**src/rtl/psw_pkg.sv**
```systemverilog
package psw_pkg;

  // Frame phases of the modulus control counter
  typedef enum logic [1:0] {
    PH_UP   = 2'd0,  // counting up from zero, modulus control high
    PH_LOAD = 2'd1,  // one cycle spent loading the reload value
    PH_DOWN = 2'd2,  // counting down from the reload value
    PH_WRAP = 2'd3   // one cycle spent clearing back to zero
  } phase_e;

endpackage

```
**src/rtl/psw_rst_sync.sv**
```systemverilog
module psw_rst_sync #(
  parameter int STAGES = 2
) (
  input  logic clk,
  input  logic rst_n,
  output logic rst_n_sync
);

  logic [STAGES-1:0] sync_q;
  logic [STAGES-1:0] sync_nxt;

  always_comb begin
    sync_nxt = {sync_q[STAGES-2:0], 1'b1};
  end

  always_ff @(posedge clk or negedge rst_n) begin
    if (!rst_n) begin
      sync_q <= '0;
    end else begin
      sync_q <= sync_nxt;
    end
  end

  assign rst_n_sync = sync_q[STAGES-1];

endmodule

```
**src/rtl/psw_toggle_counter.sv**
```systemverilog
module psw_toggle_counter #(
  parameter int          W        = 5,
  parameter int unsigned LOAD_VAL = 28
) (
  input  logic         clk,
  input  logic         rst_n,
  input  logic         cnt_en,   // advance by one this cycle
  input  logic         cnt_dn,   // 1: count down, 0: count up
  input  logic         ld_top,   // load LOAD_VAL
  input  logic         clr,      // clear to zero
  output logic [W-1:0] q
);

  localparam logic [W-1:0] LOAD_BITS = W'(LOAD_VAL);

  logic [W-1:0] up_c;    // all lower bits are one
  logic [W-1:0] dn_c;    // all lower bits are zero
  logic [W-1:0] tgl;
  logic [W-1:0] q_nxt;

  // Each bit is a toggle stage: it flips when every lower bit is one
  // (counting up) or zero (counting down).
  genvar i;
  generate
    for (i = 0; i < W; i++) begin : g_stage
      if (i == 0) begin : g_lsb
        assign up_c[i] = 1'b1;
        assign dn_c[i] = 1'b1;
      end else begin : g_upper
        assign up_c[i] = up_c[i-1] & q[i-1];
        assign dn_c[i] = dn_c[i-1] & ~q[i-1];
      end
      assign tgl[i] = cnt_dn ? dn_c[i] : up_c[i];
    end
  endgenerate

  always_comb begin
    if (clr) begin
      q_nxt = '0;
    end else if (ld_top) begin
      q_nxt = LOAD_BITS;
    end else if (cnt_en) begin
      q_nxt = q ^ tgl;
    end else begin
      q_nxt = q;
    end
  end

  always_ff @(posedge clk or negedge rst_n) begin
    if (!rst_n) begin
      q <= '0;
    end else begin
      q <= q_nxt;
    end
  end

endmodule

```
**src/rtl/psw_code_match.sv**
```systemverilog
module psw_code_match #(
  parameter int W = 5
) (
  input  logic [W-1:0] cnt,
  input  logic [W-1:0] code,
  output logic         match
);

  logic [W-1:0] diff;

  genvar i;
  generate
    for (i = 0; i < W; i++) begin : g_xor
      assign diff[i] = cnt[i] ^ code[i];
    end
  endgenerate

  assign match = ~|diff;

endmodule

```
**src/rtl/psw_code_hold.sv**
```systemverilog
module psw_code_hold #(
  parameter int          W        = 5,
  parameter int unsigned MAX_CODE = 27
) (
  input  logic         clk,
  input  logic         rst_n,
  input  logic         frame_start,
  input  logic [W-1:0] chan_in,
  output logic [W-1:0] cur_code
);

  localparam logic [W-1:0] MAX_BITS = W'(MAX_CODE);

  logic [W-1:0] clamped;
  logic [W-1:0] code_q;
  logic [W-1:0] code_nxt;

  assign clamped  = (chan_in > MAX_BITS) ? MAX_BITS : chan_in;
  // The first cycle of a frame compares against the live code; the rest
  // of the frame uses the captured copy.
  assign cur_code = frame_start ? clamped : code_q;

  always_comb begin
    code_nxt = code_q;
    if (frame_start) begin
      code_nxt = clamped;
    end
  end

  always_ff @(posedge clk or negedge rst_n) begin
    if (!rst_n) begin
      code_q <= '0;
    end else begin
      code_q <= code_nxt;
    end
  end

endmodule

```
**src/rtl/psw_phase_ctrl.sv**
```systemverilog
module psw_phase_ctrl
  import psw_pkg::*;
(
  input  logic   clk,
  input  logic   rst_n,
  input  logic   match,
  output phase_e phase_q,
  output logic   cnt_en,
  output logic   cnt_dn,
  output logic   ld_top,
  output logic   clr
);

  phase_e phase_nxt;

  always_comb begin
    phase_nxt = phase_q;
    cnt_en    = 1'b0;
    cnt_dn    = 1'b0;
    ld_top    = 1'b0;
    clr       = 1'b0;
    case (phase_q)
      PH_UP: begin
        if (match) begin
          phase_nxt = PH_LOAD;
        end else begin
          cnt_en = 1'b1;
        end
      end
      PH_LOAD: begin
        ld_top    = 1'b1;
        phase_nxt = PH_DOWN;
      end
      PH_DOWN: begin
        cnt_dn = 1'b1;
        if (match) begin
          phase_nxt = PH_WRAP;
        end else begin
          cnt_en = 1'b1;
        end
      end
      PH_WRAP: begin
        clr       = 1'b1;
        phase_nxt = PH_UP;
      end
      default: begin
        clr       = 1'b1;
        phase_nxt = PH_UP;
      end
    endcase
  end

  always_ff @(posedge clk or negedge rst_n) begin
    if (!rst_n) begin
      phase_q <= PH_UP;
    end else begin
      phase_q <= phase_nxt;
    end
  end

endmodule

```
**src/rtl/psw_mod_ctrl.sv**
```systemverilog
module psw_mod_ctrl
  import psw_pkg::*;
#(
  parameter int          CNT_W  = 5,
  parameter int unsigned RELOAD = 28
) (
  input  logic             clk,
  input  logic             rst_n,
  input  logic [CNT_W-1:0] chan_code,
  output logic             mod_ctrl,
  output logic             count_down,
  output logic             frame_done
);

  localparam int unsigned MAX_CODE = RELOAD - 1;

  logic             rst_n_int;
  logic [CNT_W-1:0] cnt;
  logic [CNT_W-1:0] cur_code;
  logic             match;
  logic             frame_start;
  phase_e           phase_q;
  logic             cnt_en;
  logic             cnt_dn;
  logic             ld_top;
  logic             clr;

  psw_rst_sync #(.STAGES(2)) u_rst_sync (
    .clk        (clk),
    .rst_n      (rst_n),
    .rst_n_sync (rst_n_int)
  );

  assign frame_start = (phase_q == PH_UP) && (cnt == '0);

  psw_code_hold #(.W(CNT_W), .MAX_CODE(MAX_CODE)) u_code_hold (
    .clk         (clk),
    .rst_n       (rst_n_int),
    .frame_start (frame_start),
    .chan_in     (chan_code),
    .cur_code    (cur_code)
  );

  psw_code_match #(.W(CNT_W)) u_match (
    .cnt   (cnt),
    .code  (cur_code),
    .match (match)
  );

  psw_phase_ctrl u_phase (
    .clk     (clk),
    .rst_n   (rst_n_int),
    .match   (match),
    .phase_q (phase_q),
    .cnt_en  (cnt_en),
    .cnt_dn  (cnt_dn),
    .ld_top  (ld_top),
    .clr     (clr)
  );

  psw_toggle_counter #(.W(CNT_W), .LOAD_VAL(RELOAD)) u_counter (
    .clk    (clk),
    .rst_n  (rst_n_int),
    .cnt_en (cnt_en),
    .cnt_dn (cnt_dn),
    .ld_top (ld_top),
    .clr    (clr),
    .q      (cnt)
  );

  assign mod_ctrl   = (phase_q == PH_UP);
  assign count_down = (phase_q == PH_DOWN);
  assign frame_done = (phase_q == PH_WRAP);

endmodule

```
**config.mk**
```make
export PLATFORM = sky130hd
export DESIGN_NAME = psw_mod_ctrl
export DESIGN_NICKNAME = d
export VERILOG_FILES = /design/src/rtl/psw_pkg.sv /design/src/rtl/psw_rst_sync.sv /design/src/rtl/psw_toggle_counter.sv /design/src/rtl/psw_code_match.sv /design/src/rtl/psw_code_hold.sv /design/src/rtl/psw_phase_ctrl.sv /design/src/rtl/psw_mod_ctrl.sv
export SDC_FILE = /design/constraint.sdc
export NUM_CORES = 1
export LEC_CHECK = 0
export BUFFER_PORTS_ARGS = -buffer_cell sky130_fd_sc_hd__buf_2
export CAP_MARGIN = 20
export CORE_MARGIN = 1
export CORE_UTILIZATION = 50
export CTS_BUF_LIST = sky130_fd_sc_hd__clkbuf_4 sky130_fd_sc_hd__clkbuf_8 sky130_fd_sc_hd__clkbuf_16
export DETAILED_ROUTE_END_ITERATION = 16
export GPL_TIMING_DRIVEN = 0
export PLACE_DENSITY_LB_ADDON = 0.25
export SLEW_MARGIN = 30
export SYNTH_ARGS = -nofsm -noshare
export SYNTH_HDL_FRONTEND = slang
export SYNTH_SLANG_ARGS = --single-unit
```
**constraint.sdc**
```tcl
create_clock -name clk -period 1.5 [get_ports clk]
set_input_delay 0.225 -clock clk [delete_from_list [all_inputs] [get_ports clk]]
set_output_delay 0.225 -clock clk [all_outputs]
set_load 0.05 [all_outputs]
```
==> impl_metrics.py <==
metrics = {
    "power": {
        "p_per_area_nw_per_um2": 2550,
        "p_leak_nw": 0.594,
        "power_frac_clock": 0.069,
        "seq_power_share": 0.215,
        "netSwitchingPower_mw": 1.54,
        "p_int_mw": 1.76,
        "p_comb_frac": 0.716,
        "irDropWorstVdd_mv": 1.43,
        "power_switching_share": 0.467,
    },
    "die": {
        "die_h_um": 45.3,
        "design.portCount": 10,
        "num_rows": 15,
        "die_area_um2": 2050,
        "start_util": 0.536,
        "fp.dieW_um": 45.3,
        "core_um2": 1750,
    },
    "yosys": {
        "ys_seq_area_frac": 0.374,
        "synth_edf_count": 0,
        "yosysWarnings": 0,
        "syn-num-nets": 114,
        "ys_ff_latch": 14,
        "avgSynthCellArea_um2": 9.18,
        "async_flop_share": 1.00,
        "ys.flop_type": "dfrtp_1",
        "syn_inst": 102,
        "syn_area_um2": 936,
        "synthXorXnorAreaFrac": 0.0187,
        "synth_compound_gate_area_share": 0.187,
        "synth_cell_type_count": 41,
        "synthMuxAreaShare": 0.0348,
        "synthSimpleGateAreaFrac": 0.254,
        "yosys.area_share.adder": 0.0668,
        "synth_top_family_by_area": "simple AND/OR/NAND/NOR gates",
    },
    "setup_path": {
        "crit_slowest_cell": "dfrtp_2",
        "crit_path_start_kind": "flip-flop",
        "crit_path_end": "u_counter.q[2]$_DFFE_PN0P_",
        "worst_setup_path_end_kind": "flip-flop",
        "crit_family": "simple AND/OR/NAND/NOR gates",
        "rr_startpoint": "u_phase.phase_q[0]$_DFFE_PN0P_",
        "cp_num_buf_inv": 2,
        "required_ps": 1680,
        "cp_max_fo": 3,
        "max_stage_delay_ps": 440,
        "r2r_slack_ps": -830,
        "arrival_ps": 2510,
        "path_cells": "inv_4 > ha_4 > buf_6 > nor3b_4 > a21oi_2 > or3_4 > a41o_1 > and2_4 > a211o_1",
        "reg2reg_to": "u_counter.q[2]$_DFFE_PN0P_",
        "path_class": "flip-flop to flip-flop",
        "r2r_cells": 9,
        "crit_path_start": "u_phase.phase_q[0]$_DFFE_PN0P_",
        "path_depth": 9,
    },
    "routing": {
        "drt-initial-drc-count": 28,
        "route.detailed.wl_per_inst_um": 16.5,
        "drc": 0,
        "final_antenna_net_count": 0,
        "drt_first_pass_iters": 4,
        "drt-total-wl_um": 2560,
        "dr_total_vias": 907,
        "via_per_inst": 5.85,
    },
    "place": {
        "dp_cells": 136,
        "port_buffers": 9,
        "dp_worst_setup_slack_ps": -983,
        "hpwl_um": 1460,
        "place.gp.congestion": 0.895,
    },
    "final_layout": {
        "num_antenna_cells": 0,
        "fin_nets": 144,
        "layout.cells.non_filler": 155,
        "drive_above_1_share": 0.423,
        "area_growth_pct": 38.9,
    },
    "timing": {
        "fin_skew_ps": 9.70,
        "rsz0062_at_grt": "true",
        "finalSetupTns_ps": -5910,
        "tightest_slew_ps": 519,
        "slew_headroom": 0.654,
        "slew_viol_final": 0,
        "layout_min_cycle_time_ps": 2330,
        "period_share": 1.55,
        "setup_viol": 12,
        "worst_slack_ps": -830,
        "hold_viol": 0,
        "clock.fmax_mhz": 429,
    },
    "run_status": {
        "violations": "negative setup slack",
        "status": "finished, violations left",
    },
    "clocking": {
        "clock_latency_ps": 290,
        "root_buffer": "clkbuf_4",
        "htree_levels": 1,
        "cts_sinks": 14,
        "clk_path_buf_depth": 2,
        "cts.clk_slew.worst_paths_ps": 90,
        "numCtsBuffers": 3,
        "cts_tree": "yes",
    },
    "flow_run": {
        "maxCapViolations": 0,
    },
    "worst_hold_path": {
        "hp-class": "flip-flop to asynchronous set/reset pin",
    },
    "global_route": {
        "grt_pass1_vias": 865,
        "grt_usage": 0.258,
        "globalRoute.totalOverflow": 0,
        "grt_max_degree": 13,
        "grt_antenna_before_repair": 0,
        "grt_pass1_wl_um": 3720,
    },
}
==> Yosys cell counts (2+ instances only) <==
library cell	instances	share of area
ha_1	5	0.067
a211o_1	2	0.019
dfrtp_1	14	0.37
nand2_1	12	0.048
inv_1	7	0.028
mux2_2	2	0.024
a21oi_1	6	0.032
a31oi_1	3	0.020
and3_1	2	0.013
nor2_1	6	0.024
o21ai_0	5	0.027
nor2b_1	3	0.020
buf_6	2	0.024
nor3_1	6	0.032
==> power groups by stage <==
stage,clock network (mW),registers (mW),logic (mW)
floorplan,0,0.676,1.35
CTS,0.222,0.703,1.99
finish,0.227,0.712,2.37
global route,0.239,0.731,2.54
detailed placement,0,0.722,1.61
global placement,0,0.718,1.56
==> sequential cells by signal, summed over array words and instances (netlist names) <==
signal,flops
u_phase.phase_q,2
u_counter.q,5
u_code_hold.code_q,5
u_rst_sync.sync_q,2
==> layer usage <==
metal  GRT usage  part of all wire
met4       0.133             0.027
met1       0.338              0.45
met2       0.406              0.48
met5           0                 0
met3      0.0480             0.043
==> worst reg2reg max path: cells and delay by family, from the launching register on <==
kind	cells	cell delay (ps)
simple gates	3	850
buf+inv	2	160
flops	1	440
compound gates	3	620
fa+ha+maj	1	150
==> through the flow <==
step,hold WS (ps),util,area [µm²],power [mW]
3_3_place_gp,9.36,0.590,1030,2.28
3_5_place_dp,10.9,0.590,1030,2.33
4_1_cts,212,0.678,1180,2.92
5_1_grt,223,0.745,1300,3.51
6_report,203,0.745,1300,3.31
2_1_floorplan,-70.6,-,953,2.03
==> worst min-delay path by stage <==
stage | from | endpoint | slack [ps] | cells after the start
floorplan | rst_n | u_rst_sync.sync_q[0]$_DFF_PN0_ | -70 | 0
global placement | rst_n | u_rst_sync.sync_q[0]$_DFF_PN0_ | 9 | 1
detailed placement | rst_n | u_rst_sync.sync_q[1]$_DFF_PN0_ | 10 | 1
CTS | chan_code[4] | u_code_hold.code_q[4]$_DFF_PN0_ | 210 | 2
global route | chan_code[3] | u_code_hold.code_q[3]$_DFF_PN0_ | 220 | 2
finish | u_rst_sync.sync_q[1]$_DFF_PN0_ | u_phase.phase_q[1]$_DFFE_PN0P_ | 200 | 0
==> area by class of cell <==
class,instances,area (µm²)
multi-input cells,78,634
fillers,129,445
flip-flops and latches,14,352
repair buffers,25,201
well taps,25,31.3
plain buffers,3,30.0
inverters,7,28.8
clock buffers,3,22.5
==> cells by family after synthesis <==
logic type               count (synthesis)
buffers and inverters                   10
other                                    1
AO/OA/AOI/OAI                           26
adder cells (fa/ha/maj)                  5
AND/OR/NAND/NOR                         41
flip-flops                              14
XOR/XNOR                                 2
multiplexers                             3
==> cells in the final DEF, fill, tap and decap left out, drive strengths merged, types with 2 or more instances in the layout <==
cell type  count
nor2           6
clkbuf         4
or3            2
and3           2
nand2         12
ha             5
inv            7
nor2b          3
dfrtp         14
mux2           2
a31oi          3
buf           26
a211o          2
o21ai          6
nor3           7
nor4           2
a21oi          6
==> what timing repair did <==
action / in CTS / in global routing
buffers inserted: 9 / 7
hold endpoints to repair: 2 / 0
endpoints found under the setup margin: 15 / 15
pin swaps: 8 / 4
resized for setup: 14 / 14
hold buffers: 1 / 0
Power figures use the tool's default switching activity.
